## src/rtl/phy_tprog_pkg.sv

```systemverilog
`timescale 1ns/1ps
package phy_tprog_pkg;

   // Phase order is behaviour: the PHY latches the code and the value on
   // specific strobe transitions, so the enum order is the sequence order.
   typedef enum logic [3:0] {
      PH_IDLE      = 4'd0,
      PH_CLEAR     = 4'd1,
      PH_ZERO      = 4'd2,
      PH_STRB_HI   = 4'd3,
      PH_CODE_SET  = 4'd4,
      PH_CODE_FALL = 4'd5,
      PH_DATA_SET  = 4'd6,
      PH_DATA_RISE = 4'd7,
      PH_STRB_LO   = 4'd8
   } phase_e;

   typedef enum logic [1:0] {
      BUS_ZERO = 2'd0,
      BUS_CODE = 2'd1,
      BUS_DATA = 2'd2
   } bus_sel_e;

   typedef struct packed {
      logic     clr;
      logic     strobe;
      logic     en;
      bus_sel_e sel;
   } pin_ctl_t;

   function automatic pin_ctl_t phase_decode(phase_e p);
      pin_ctl_t c;
      c = '{clr: 1'b0, strobe: 1'b0, en: 1'b0, sel: BUS_ZERO};
      case (p)
         PH_CLEAR:     c.clr    = 1'b1;
         PH_STRB_HI:   c.strobe = 1'b1;
         PH_CODE_SET:  begin c.strobe = 1'b1; c.en = 1'b1; c.sel = BUS_CODE; end
         PH_CODE_FALL: begin c.en = 1'b1; c.sel = BUS_CODE; end
         PH_DATA_SET:  c.sel = BUS_DATA;
         PH_DATA_RISE: begin c.strobe = 1'b1; c.sel = BUS_DATA; end
         PH_STRB_LO:   c.sel = BUS_DATA;
         default:      c.clr = 1'b0;
      endcase
      return c;
   endfunction

endpackage

```

## src/rtl/tprog_tick.sv

```systemverilog
`timescale 1ns/1ps
module tprog_tick #(
   parameter int LEN_W = 8
) (
   input  logic             clk,
   input  logic             rst_n,
   input  logic             start,
   input  logic             run,
   input  logic [LEN_W-1:0] len,
   output logic             tick
);
   localparam logic [LEN_W-1:0] ONE = LEN_W'(1);

   logic [LEN_W-1:0] len_q;
   logic [LEN_W-1:0] cnt;

   assign tick = run && (cnt == len_q - ONE);

   always_ff @(posedge clk) begin
      if (!rst_n) begin
         len_q <= ONE;
         cnt   <= '0;
      end else if (start) begin
         len_q <= (len == '0) ? ONE : len;
         cnt   <= '0;
      end else if (run) begin
         cnt <= tick ? '0 : cnt + ONE;
      end
   end

   // the phase counter never runs past the captured length
   p_cnt_bound_r7: assert property (@(posedge clk) disable iff (!rst_n)
      run |-> (cnt < len_q));

endmodule

```

## src/rtl/tprog_phase_fsm.sv

```systemverilog
`timescale 1ns/1ps
module tprog_phase_fsm
   import phy_tprog_pkg::*;
(
   input  logic   clk,
   input  logic   rst_n,
   input  logic   req_valid,
   input  logic   tick,
   output phase_e phase,
   output logic   busy,
   output logic   accept,
   output logic   done
);
   assign busy   = (phase != PH_IDLE);
   assign accept = req_valid && !busy;

   always_ff @(posedge clk) begin
      if (!rst_n) begin
         phase <= PH_IDLE;
         done  <= 1'b0;
      end else begin
         done <= 1'b0;
         if (accept) begin
            phase <= PH_CLEAR;
         end else if (busy && tick) begin
            if (phase == PH_STRB_LO) begin
               phase <= PH_IDLE;
               done  <= 1'b1;
            end else begin
               phase <= phase_e'(phase + 4'd1);
            end
         end
      end
   end

   // a sequence only starts from a request
   p_start_from_req_r2: assert property (@(posedge clk) disable iff (!rst_n)
      $rose(busy) |-> $past(req_valid));

   // the phase only moves on a timer tick
   p_phase_on_tick_r7: assert property (@(posedge clk) disable iff (!rst_n)
      (busy && !tick) |=> $stable(phase));

   // done is a single-cycle pulse
   p_done_pulse_r6: assert property (@(posedge clk) disable iff (!rst_n)
      done |=> !done);

endmodule

```

## src/rtl/tprog_drive.sv

```systemverilog
`timescale 1ns/1ps
module tprog_drive
   import phy_tprog_pkg::*;
#(
   parameter int CODE_W   = 8,
   parameter int WORD_W   = 32,
   parameter int CLR_BIT  = 0,
   parameter int STRB_BIT = 1,
   parameter int EN_BIT   = 16,
   parameter bit REG_OUT  = 1'b0
) (
   input  logic              clk,
   input  logic              rst_n,
   input  phase_e            phase,
   input  logic              start,
   input  logic [CODE_W-1:0] code,
   input  logic [CODE_W-1:0] data,
   output logic              pin_clr,
   output logic              pin_strobe,
   output logic              pin_en,
   output logic [CODE_W-1:0] pin_bus,
   output logic [WORD_W-1:0] word0,
   output logic [WORD_W-1:0] word1
);
   logic [CODE_W-1:0] code_q;
   logic [CODE_W-1:0] data_q;
   pin_ctl_t          ctl;
   logic              nx_clr, nx_strobe, nx_en;
   logic [CODE_W-1:0] nx_bus;

   always_ff @(posedge clk) begin
      if (!rst_n) begin
         code_q <= '0;
         data_q <= '0;
      end else if (start) begin
         code_q <= code;
         data_q <= data;
      end
   end

   always_comb begin
      ctl       = phase_decode(phase);
      nx_clr    = ctl.clr;
      nx_strobe = ctl.strobe;
      nx_en     = ctl.en;
      case (ctl.sel)
         BUS_CODE: nx_bus = code_q;
         BUS_DATA: nx_bus = data_q;
         default:  nx_bus = '0;
      endcase
   end

   generate
      if (REG_OUT) begin : g_reg_pins
         always_ff @(posedge clk) begin
            if (!rst_n) begin
               pin_clr    <= 1'b0;
               pin_strobe <= 1'b0;
               pin_en     <= 1'b0;
               pin_bus    <= '0;
            end else begin
               pin_clr    <= nx_clr;
               pin_strobe <= nx_strobe;
               pin_en     <= nx_en;
               pin_bus    <= nx_bus;
            end
         end
      end else begin : g_comb_pins
         assign pin_clr    = nx_clr;
         assign pin_strobe = nx_strobe;
         assign pin_en     = nx_en;
         assign pin_bus    = nx_bus;
      end
   endgenerate

   always_comb begin
      word0                 = '0;
      word0[CLR_BIT]        = pin_clr;
      word0[STRB_BIT]       = pin_strobe;
      word1                 = '0;
      word1[EN_BIT]         = pin_en;
      word1[CODE_W-1:0]     = pin_bus;
   end

   // clear is never combined with strobe or enable
   p_clr_alone_r3: assert property (@(posedge clk) disable iff (!rst_n)
      pin_clr |-> (!pin_strobe && !pin_en));

endmodule

```

## src/rtl/phy_tprog_seq.sv

```systemverilog
`timescale 1ns/1ps
module phy_tprog_seq
   import phy_tprog_pkg::*;
#(
   parameter int CODE_W   = 8,
   parameter int LEN_W    = 8,
   parameter int WORD_W   = 32,
   parameter int CLR_BIT  = 0,
   parameter int STRB_BIT = 1,
   parameter int EN_BIT   = 16,
   parameter bit REG_OUT  = 1'b0
) (
   input  logic              clk,
   input  logic              rst_n,
   input  logic              req_valid,
   output logic              req_ready,
   input  logic [CODE_W-1:0] req_code,
   input  logic [CODE_W-1:0] req_data,
   input  logic [LEN_W-1:0]  tick_len,
   output logic              tst_clr,
   output logic              tst_strobe,
   output logic              tst_en,
   output logic [CODE_W-1:0] tst_bus,
   output logic [WORD_W-1:0] ctl_word0,
   output logic [WORD_W-1:0] ctl_word1,
   output logic              done
);
   localparam int FIELD_TOP = (STRB_BIT > CLR_BIT) ? STRB_BIT : CLR_BIT;

   generate
      if (EN_BIT >= WORD_W || FIELD_TOP >= WORD_W) begin : g_bad_pos
         $error("control bit position outside the read-back word");
      end
      if (CODE_W > EN_BIT) begin : g_bad_overlap
         $error("bus field overlaps the enable bit");
      end
      if (CLR_BIT == STRB_BIT) begin : g_bad_word0
         $error("clear and strobe share a bit");
      end
      if (LEN_W < 1 || CODE_W < 1) begin : g_bad_width
         $error("widths must be positive");
      end
   endgenerate

   phase_e phase;
   logic   busy;
   logic   accept;
   logic   tick;

   assign req_ready = !busy;

   tprog_phase_fsm u_fsm (
      .clk       (clk),
      .rst_n     (rst_n),
      .req_valid (req_valid),
      .tick      (tick),
      .phase     (phase),
      .busy      (busy),
      .accept    (accept),
      .done      (done)
   );

   tprog_tick #(.LEN_W(LEN_W)) u_tick (
      .clk   (clk),
      .rst_n (rst_n),
      .start (accept),
      .run   (busy),
      .len   (tick_len),
      .tick  (tick)
   );

   tprog_drive #(
      .CODE_W   (CODE_W),
      .WORD_W   (WORD_W),
      .CLR_BIT  (CLR_BIT),
      .STRB_BIT (STRB_BIT),
      .EN_BIT   (EN_BIT),
      .REG_OUT  (REG_OUT)
   ) u_drive (
      .clk        (clk),
      .rst_n      (rst_n),
      .phase      (phase),
      .start      (accept),
      .code       (req_code),
      .data       (req_data),
      .pin_clr    (tst_clr),
      .pin_strobe (tst_strobe),
      .pin_en     (tst_en),
      .pin_bus    (tst_bus),
      .word0      (ctl_word0),
      .word1      (ctl_word1)
   );

   // the code stays on the bus across the falling strobe edge
   p_code_fall_r4: assert property (@(posedge clk) disable iff (!rst_n)
      ($fell(tst_strobe) && tst_en) |-> ($stable(tst_bus) && $past(tst_en)));

   // a rising strobe edge never carries enable and keeps the bus steady
   p_data_rise_r5: assert property (@(posedge clk) disable iff (!rst_n)
      $rose(tst_strobe) |-> (!tst_en && $stable(tst_bus)));

   generate
      if (!REG_OUT) begin : g_done_chk
         // when done is shown, the test port is quiet
         p_done_quiet_r6: assert property (@(posedge clk) disable iff (!rst_n)
            done |-> (!tst_clr && !tst_strobe && !tst_en && tst_bus == '0));
      end
   endgenerate

endmodule

```

## config.mk

```make
export PLATFORM = sky130hd
export DESIGN_NAME = phy_tprog_seq
export DESIGN_NICKNAME = d
export VERILOG_FILES = /design/src/rtl/phy_tprog_pkg.sv /design/src/rtl/tprog_tick.sv /design/src/rtl/tprog_phase_fsm.sv /design/src/rtl/tprog_drive.sv /design/src/rtl/phy_tprog_seq.sv
export SDC_FILE = /design/constraint.sdc
export NUM_CORES = 1
export LEC_CHECK = 0
export ABC_AREA = 1
export BUFFER_PORTS_ARGS = -buffer_cell sky130_fd_sc_hd__buf_2
export CELL_PAD_IN_SITES_DETAIL_PLACEMENT = 1
export CELL_PAD_IN_SITES_GLOBAL_PLACEMENT = 2
export CORE_MARGIN = 3
export CORE_UTILIZATION = 22
export CTS_CLUSTER_SIZE = 16
export DETAILED_ROUTE_END_ITERATION = 16
export PLACE_DENSITY_LB_ADDON = 0.3
export SYNTH_ARGS = -nofsm -noshare
export SYNTH_HDL_FRONTEND = slang
export SYNTH_HIERARCHICAL = 1
export SYNTH_SLANG_ARGS = --single-unit
```

## constraint.sdc

```tcl
create_clock -name clk -period 2.6 [get_ports clk]
set_input_delay 0.26 -clock clk [delete_from_list [all_inputs] [get_ports clk]]
set_output_delay 0.26 -clock clk [all_outputs]
set_load 0.05 [all_outputs]
```

==> results of run 1 <==
-- cells in the final DEF, fill, tap and decap left out, types with 2 or more instances in the layout --
cell         n
xor2_1       4
a21oi_2      8
clkinvlp_4   2
xnor2_1      2
conb_1      53
a21oi_1     10
dfxtp_1     37
nand3_1     18
nor3_2       3
buf_4        5
o21ai_1      3
buf_2       50
o21ai_0     21
nor2_2       6
inv_1       26
nand3_2      2
clkbuf_16    5
nand2_2      6
inv_2        8
nor4_1       2
nand2_1     73
nor2_1      64
nand4_1      3
ha_1         5
-- worst min path at each step --
stage | startpoint | end | slack, ns | depth (start not counted)
3_5_place_dp | u_drive/code_q[5] | u_drive/code_q[5] | 0.48 | 2
5_1_grt | req_data[0] | u_drive/data_q[0] | 0.20 | 3
3_3_place_gp | u_drive/code_q[6] | u_drive/code_q[6] | 0.47 | 2
2_1_floorplan | rst_n | u_tick/len_q[0] | 0.36 | 1
4_1_cts | req_data[7] | u_drive/data_q[7] | 0.19 | 3
6_report | req_data[7] | u_drive/data_q[7] | 0.20 | 3
-- power by group --
part	internal, uW	switching [uW]
registers	604	22.7
clock network	356	248
logic	83.9	338
-- what timing repair did --
action,CTS,global route
buffers inserted,0,0
hold buffers,0,0
setup endpoints to repair,0,5
gates resized for setup,0,1
-- worst reg2reg max path: stages, from the launching register on --
cell	delay [ns]
dfxtp_1	0.42
inv_1	0.10
ha_1	0.25
nand2_2	0.09
inv_1	0.05
nor2_1	0.10
nand3b_1	0.08
nor2_1	0.13
nand3_1	0.09
nor4_1	0.26
buf_4	0.19
nand4_1	0.13
inv_1	0.08
nor2_1	0.05
nand2_1	0.06
nor2_1	0.04
-- through the flow --
step	hold slack (ns)	power, uW
3_5_place_dp	0.479	1060
6_report	0.198	1650
3_3_place_gp	0.469	1060
5_1_grt	0.201	1750
2_1_floorplan	0.365	1040
4_1_cts	0.193	1680
-- cells in the mapped netlist, types with 4 or more instances --
library cell,instances
nand2_1,73
nand3_1,18
dfxtp_1,37
a21oi_1,18
o21ai_0,21
inv_2,8
nor2_2,5
nor2_1,65
ha_1,6
xor2_1,4
inv_1,26
buf_4,65
nand2_2,6
-- cell type report --
class                   count  area share
inverters                  36      0.0480
repair buffers             55       0.100
flip-flops and latches     37       0.258
clock inverters             2     0.00524
well taps                 140      0.0611
multi-input cells         289       0.482
clock buffers               6      0.0450
-- cell families after synthesis --
group / synth area share
AND/OR/NAND/NOR: 0.311
adder cells (fa/ha/maj): 0.0294
buffers and inverters: 0.258
other: 0.00147
XOR/XNOR: 0.0206
AO/OA/AOI/OAI: 0.0888
flip-flops: 0.290
-- registers in the layout (all words and copies together) (netlist names) --
register and count:
u_drive/code_q 8, u_tick/cnt 8, u_fsm/done 1, u_drive/data_q 8, u_tick/len_q 8, u_fsm/phase 4
-- per-layer routing --
layer | vias to the layer above | track usage | wire (um)
met5 | - | 0 | 0
met4 | 0 | 0.0321 | 100
met3 | 10 | 0.0244 | 370
met2 | 70 | 0.183 | 3250
met1 | 1040 | 0.132 | 3160
li1 | 1162 | - | -
==> results.ini, run 1 <==
[run_status]
status=finished clean

[grt]
grt_start_max_net_pins=19
grt.total_usage=0.107
grt_pass1_vias=2332
grt_pass1_wl_mm=11.2
overflow=0
antenna_found_initial=0

[logic_synthesis]
ys.flop_type=dfxtp_1
synth_edf_count=0
yosys_warnings=6
synth.area.top_cells=dfxtp_1 (29%), buf_4 (19%), nand2_1 (11%)
yosysTopAreaCell=dfxtp_1
yosysTopAreaCellShare=0.290
ys_async_sr_fraction=0
synthesis.instances=381
synth.cell_area_mm2=0.00255
ys_seq_area_frac=0.290
ys_ff_latch=37
syn_avg_cell_area_um2=6.70
synth_cell_types=31

[pwr]
vdd_drop_max_mv=0.232
p_leak_uw=0.00138
power_density_mw_per_mm2=577

[placement]
gp_congestion=0.771
dp.cells=557
port_buffers=50
place_ws_ns=0.339
dp.final_hpwl_mm=5.47
placed_cell_area_mm2=0.00272

[floorplan]
die_w_um=114
rows=38
dieArea_mm2=0.0129
core_area_mm2=0.0111
fp.dieH_um=114
io_pins=104
start_util=0.230

[setup_path]
crit_arrival_ns=2.10
startpoint=u_fsm/phase[2]
r2r_end=u_fsm/phase[3]
r2r_cells=15
endpoint_kind=primary output
path_class=reg2out
critPathCapture=ctl_word1[3]
worstPathMaxFanout=8
crit_required_ns=2.34
crit_chain=nand2_1 > nor2_2 > ha_1 > nand2_1 > a21oi_2 > buf_2
reg2reg_from=u_fsm/phase[1]
crit_family=flip-flops
cp.buffers_inverters=1
ff2ff_setup_slack_ns=0.35
slowest_stage=dfxtp_1
crit_top_cell=nand2_1
critPathMaxStageDelay_ns=0.51
start_kind=flop
path_depth=6

[final_layout]
num_antenna_cells=0
areaGrowthSynthToFinish_pct=12.4
num-nets-final=457
fillers=1410
final_core_util=0.259
fin_cells=565
area.sequential_um2=741
final_area_mm2=0.00287
multiInputGateArea_mm2=0.00138
drive_gt1_frac=0.233

[clock_network]
clockBufferDepth=2
h-tree-depth=2
cts_buffers=5
insertion_delay_ns=0.28
cts_tree=built
cts_root_buffer=clkbuf_16
path_clk_slew_ns=0.06
cts.sinks=37

[sta]
skew_ns=0.00440
period_share=0.909
finalHoldViolCount=0
finalCriticalPeriod_ns=2.36
rsz0062_at_grt=false
timing.final.max_slew_violations=0
tns_ns=0
timing.fmax_mhz=423
setup_viol_count_final=0
setup_slack_ns=0.237

[detailed_routing]
firstDrtPassIters=4
wl_mm=6.88
ant_nets=0
vias_per_cell=4.04
wl_per_cell_um=12.2
route.detailed.drc=0
vias=2282
drt_iter0_drc=68

[job]
cap_violations=0

[worst_hold_path]
hp-class=in2reg

(Power assumes the default switching activity.)
==> inputs of run 2 (changes only) <==
Settings changed: CORE_ASPECT_RATIO from default to 0.9, CORE_UTILIZATION 22 to 23, SYNTH_HIERARCHICAL 1 to default.
==> run 2 against run 1 <==
Total power rose by 12%. Final area decreased by 0.52%. Sequential power up 1%. First-iteration DRC count fell by 40%. Global-route usage fell by 0.52 points. Wire length down 11%. Worst hold slack gained 0.00081 ns. Combinational power increased by 1%. Area after synthesis down 4.9%. Cell count shrank 13%. Largest cell class unchanged.
==> results.ini, run 2 <==
[run_status]
status=finished clean

[placement]
dp.final_hpwl_mm=5.05  ; -7.7%
port_buffers=50  ; unchanged
gp_congestion=0.795  ; +3.2%

[detailed_routing]
wl_mm=6.12  ; -11%
wl_per_cell_um=12.5  ; +2.5%
drt_iter0_drc=41  ; -40%
ant_nets=0  ; unchanged
route.detailed.drc=0  ; unchanged
vias_per_cell=4.08  ; +1.1%
firstDrtPassIters=4  ; unchanged
vias=2001  ; -12%

[final_layout]
final_core_util=0.286  ; +0.0277
final_common_cell=nand2_1
num-nets-final=398  ; -13%
num_antenna_cells=0  ; unchanged
layout_common_cells=nand2_1 (54), conb_1 (53), dfxtp_1 (36)
drive_gt1_frac=0.264  ; +0.0308
areaGrowthSynthToFinish_pct=17.5

[clock_network]
cts_setup_buffers=0  ; unchanged
cts.sinks=37  ; unchanged
cts_hold_repair.buffers=0  ; unchanged
h-tree-depth=2  ; unchanged
cts_buffers=5  ; unchanged
path_clk_slew_ns=0.05  ; about the same
clockBufferDepth=2  ; unchanged
cts_tree=built
cts_root_buffer=clkbuf_16
insertion_delay_ns=0.28  ; about the same

[grt]
overflow=0  ; unchanged
grt_pass1_wl_mm=9.54  ; -15%
grt.total_usage=0.101  ; -0.00520
antenna_found_initial=0  ; unchanged
grt_start_max_net_pins=17  ; -2
grt_pass1_vias=1902  ; -18%

[logic_synthesis]
synthesis.instances=323  ; -15%
synth_most_common_cell=buf_4
synth_common_cells=buf_4 (64), nand2_1 (54), dfxtp_1 (37), inv_1 (29), nand3_1 (20)
yosys_warnings=0  ; -6
ys.flop_type=dfxtp_1
yosysTopAreaCell=dfxtp_1
syn_avg_cell_area_um2=7.51  ; +12%
ys_ff_latch=37  ; unchanged
synth_edf_count=0  ; unchanged
synth.area.top_cells=dfxtp_1 (31%), buf_4 (20%), nand2_1 (8.4%)
synth.cell_area_mm2=0.00243  ; -4.9%
ys_async_sr_fraction=0  ; unchanged
synth_cell_types=35  ; +13%
yosysTopAreaCellShare=0.305  ; +0.0150
ys_seq_area_frac=0.305  ; +0.0150

[pwr]
vdd_drop_max_mv=0.237  ; +1.8%
p_leak_uw=0.00130  ; -5.9%
power_density_mw_per_mm2=647  ; +12%
p_total_uw=1840  ; +12%

[floorplan]
rows=34  ; -11%
start_util=0.244  ; +0.0134
io_pins=104  ; unchanged
die_w_um=114  ; +0.51%
fp.dieH_um=103  ; -9.0%
dieArea_mm2=0.0118  ; -8.6%
core_area_mm2=0.00995  ; -10%

[setup_path]
path_class=reg2out
r2r_cells=14  ; -1
crit_arrival_ns=2.13  ; +0.03 ns
ff2ff_setup_slack_ns=0.67  ; +0.32 ns
reg2reg_from=u_tick.len_q[0]
r2r_end=u_fsm.phase[0]
endpoint_kind=primary output
crit_required_ns=2.34  ; about the same
start_kind=flop
startpoint=u_fsm.phase[0]
worstPathMaxFanout=8  ; unchanged

[sta]
finalCriticalPeriod_ns=2.39  ; +0.0255 ns
setup_viol_count_final=0  ; unchanged
skew_ns=0.00684  ; +0.00244 ns
finalHoldViolCount=0  ; unchanged
timing.final.max_slew_violations=0  ; unchanged
timing.fmax_mhz=419  ; -1.1%
period_share=0.919  ; +0.00979

[worst_hold_path]
hp-class=in2reg
hold_depth=3  ; unchanged
hp-start=tick_len[6]
holdPathEnd=u_tick.len_q[6]

[job]
cap_violations=0  ; unchanged

[run 2: changes by cell type after synthesis, sizes merged, moves of 2 or more]
cell and delta:
ha +2, o22ai +3, inv -2, nor4 -2
a21oi -4, buf +2, nor2 -47, nor3b +2
nand3 +3, a22o +16, nand2 -22, o21ai -13
[run 2: worst max-delay path by stage]
stage	end	slack, ns
global route	tst_bus[2]	-0.002
global placement	tst_bus[5]	0.26
CTS	tst_bus[2]	-0.02
detailed placement	ctl_word1[7]	0.20
floorplan	tst_bus[0]	-0.13
finish	tst_bus[2]	0.21
[run 2: cell families (layout without fill, tap and decap cells)]
| kind of cell | Yosys count | after routing | share of synthesized area |
|---|---|---|---|
| compound gates | 48 | 48 | 0.129 |
| xor+xnor | 7 | 7 | 0.0253 |
| fa+ha+maj | 8 | 8 | 0.0413 |
| buf+inv | 106 | 95 | 0.266 |
| flops | 37 | 37 | 0.305 |
| other cells | 1 | 53 | 0.00155 |
| simple gates | 116 | 116 | 0.231 |
[run 2: critical path: stages, from the launching register on]
cell and delay, ns:
dfxtp_2 0.35, inv_1 0.10, ha_2 0.21, inv_1 0.05, nor3_2 0.13, inv_1 0.09, o21ai_1 0.12, ha_2 0.39
a21oi_2 0.21, buf_6 0.19
[run 2: stage by stage]
stage	TNS (ns)	instances	worst slack [ns]	instance area [um^2]	hold slack, ns
global placement	0	482	0.261	2580	0.457
floorplan	-0.777	375	-0.130	2670	0.358
finish	0	490	0.211	2850	0.198
CTS	-0.0911	490	-0.0181	2790	0.196
global route	-0.00248	490	-0.00161	2850	0.196
detailed placement	0	482	0.200	2580	0.461
[run 2: final cells by class]
cell class / instances / area (um^2)
clock inverters: 3 / 65.1
multi-input cells: 232 / 1300
inverters: 33 / 124
clock buffers: 5 / 125
flip-flops and latches: 37 / 742
well taps: 126 / 158
fillers: 1255 / 7100
repair buffers: 54 / 335
[run 2: timing repair]
action,CTS,global route
cloned,0,0
resized for setup,8,28
pin swaps,0,2
endpoints found under the setup margin,16,16
[run 2: power by group]
part / internal (uW) / switching [uW] / leakage [uW]
logic: 92.5 / 335 / 0.000906
clock network: 548 / 236 / 0.0000938
registers: 603 / 29.7 / 0.000303
[run 2: per-layer routing]
metal | vias up | routed length (um) | track usage
met3 | 5 | 252 | 0.0163
met4 | 0 | 37 | 0.0301
met2 | 52 | 2860 | 0.166
met5 | - | 0 | 0
met1 | 931 | 2970 | 0.139
li1 | 1013 | - | -
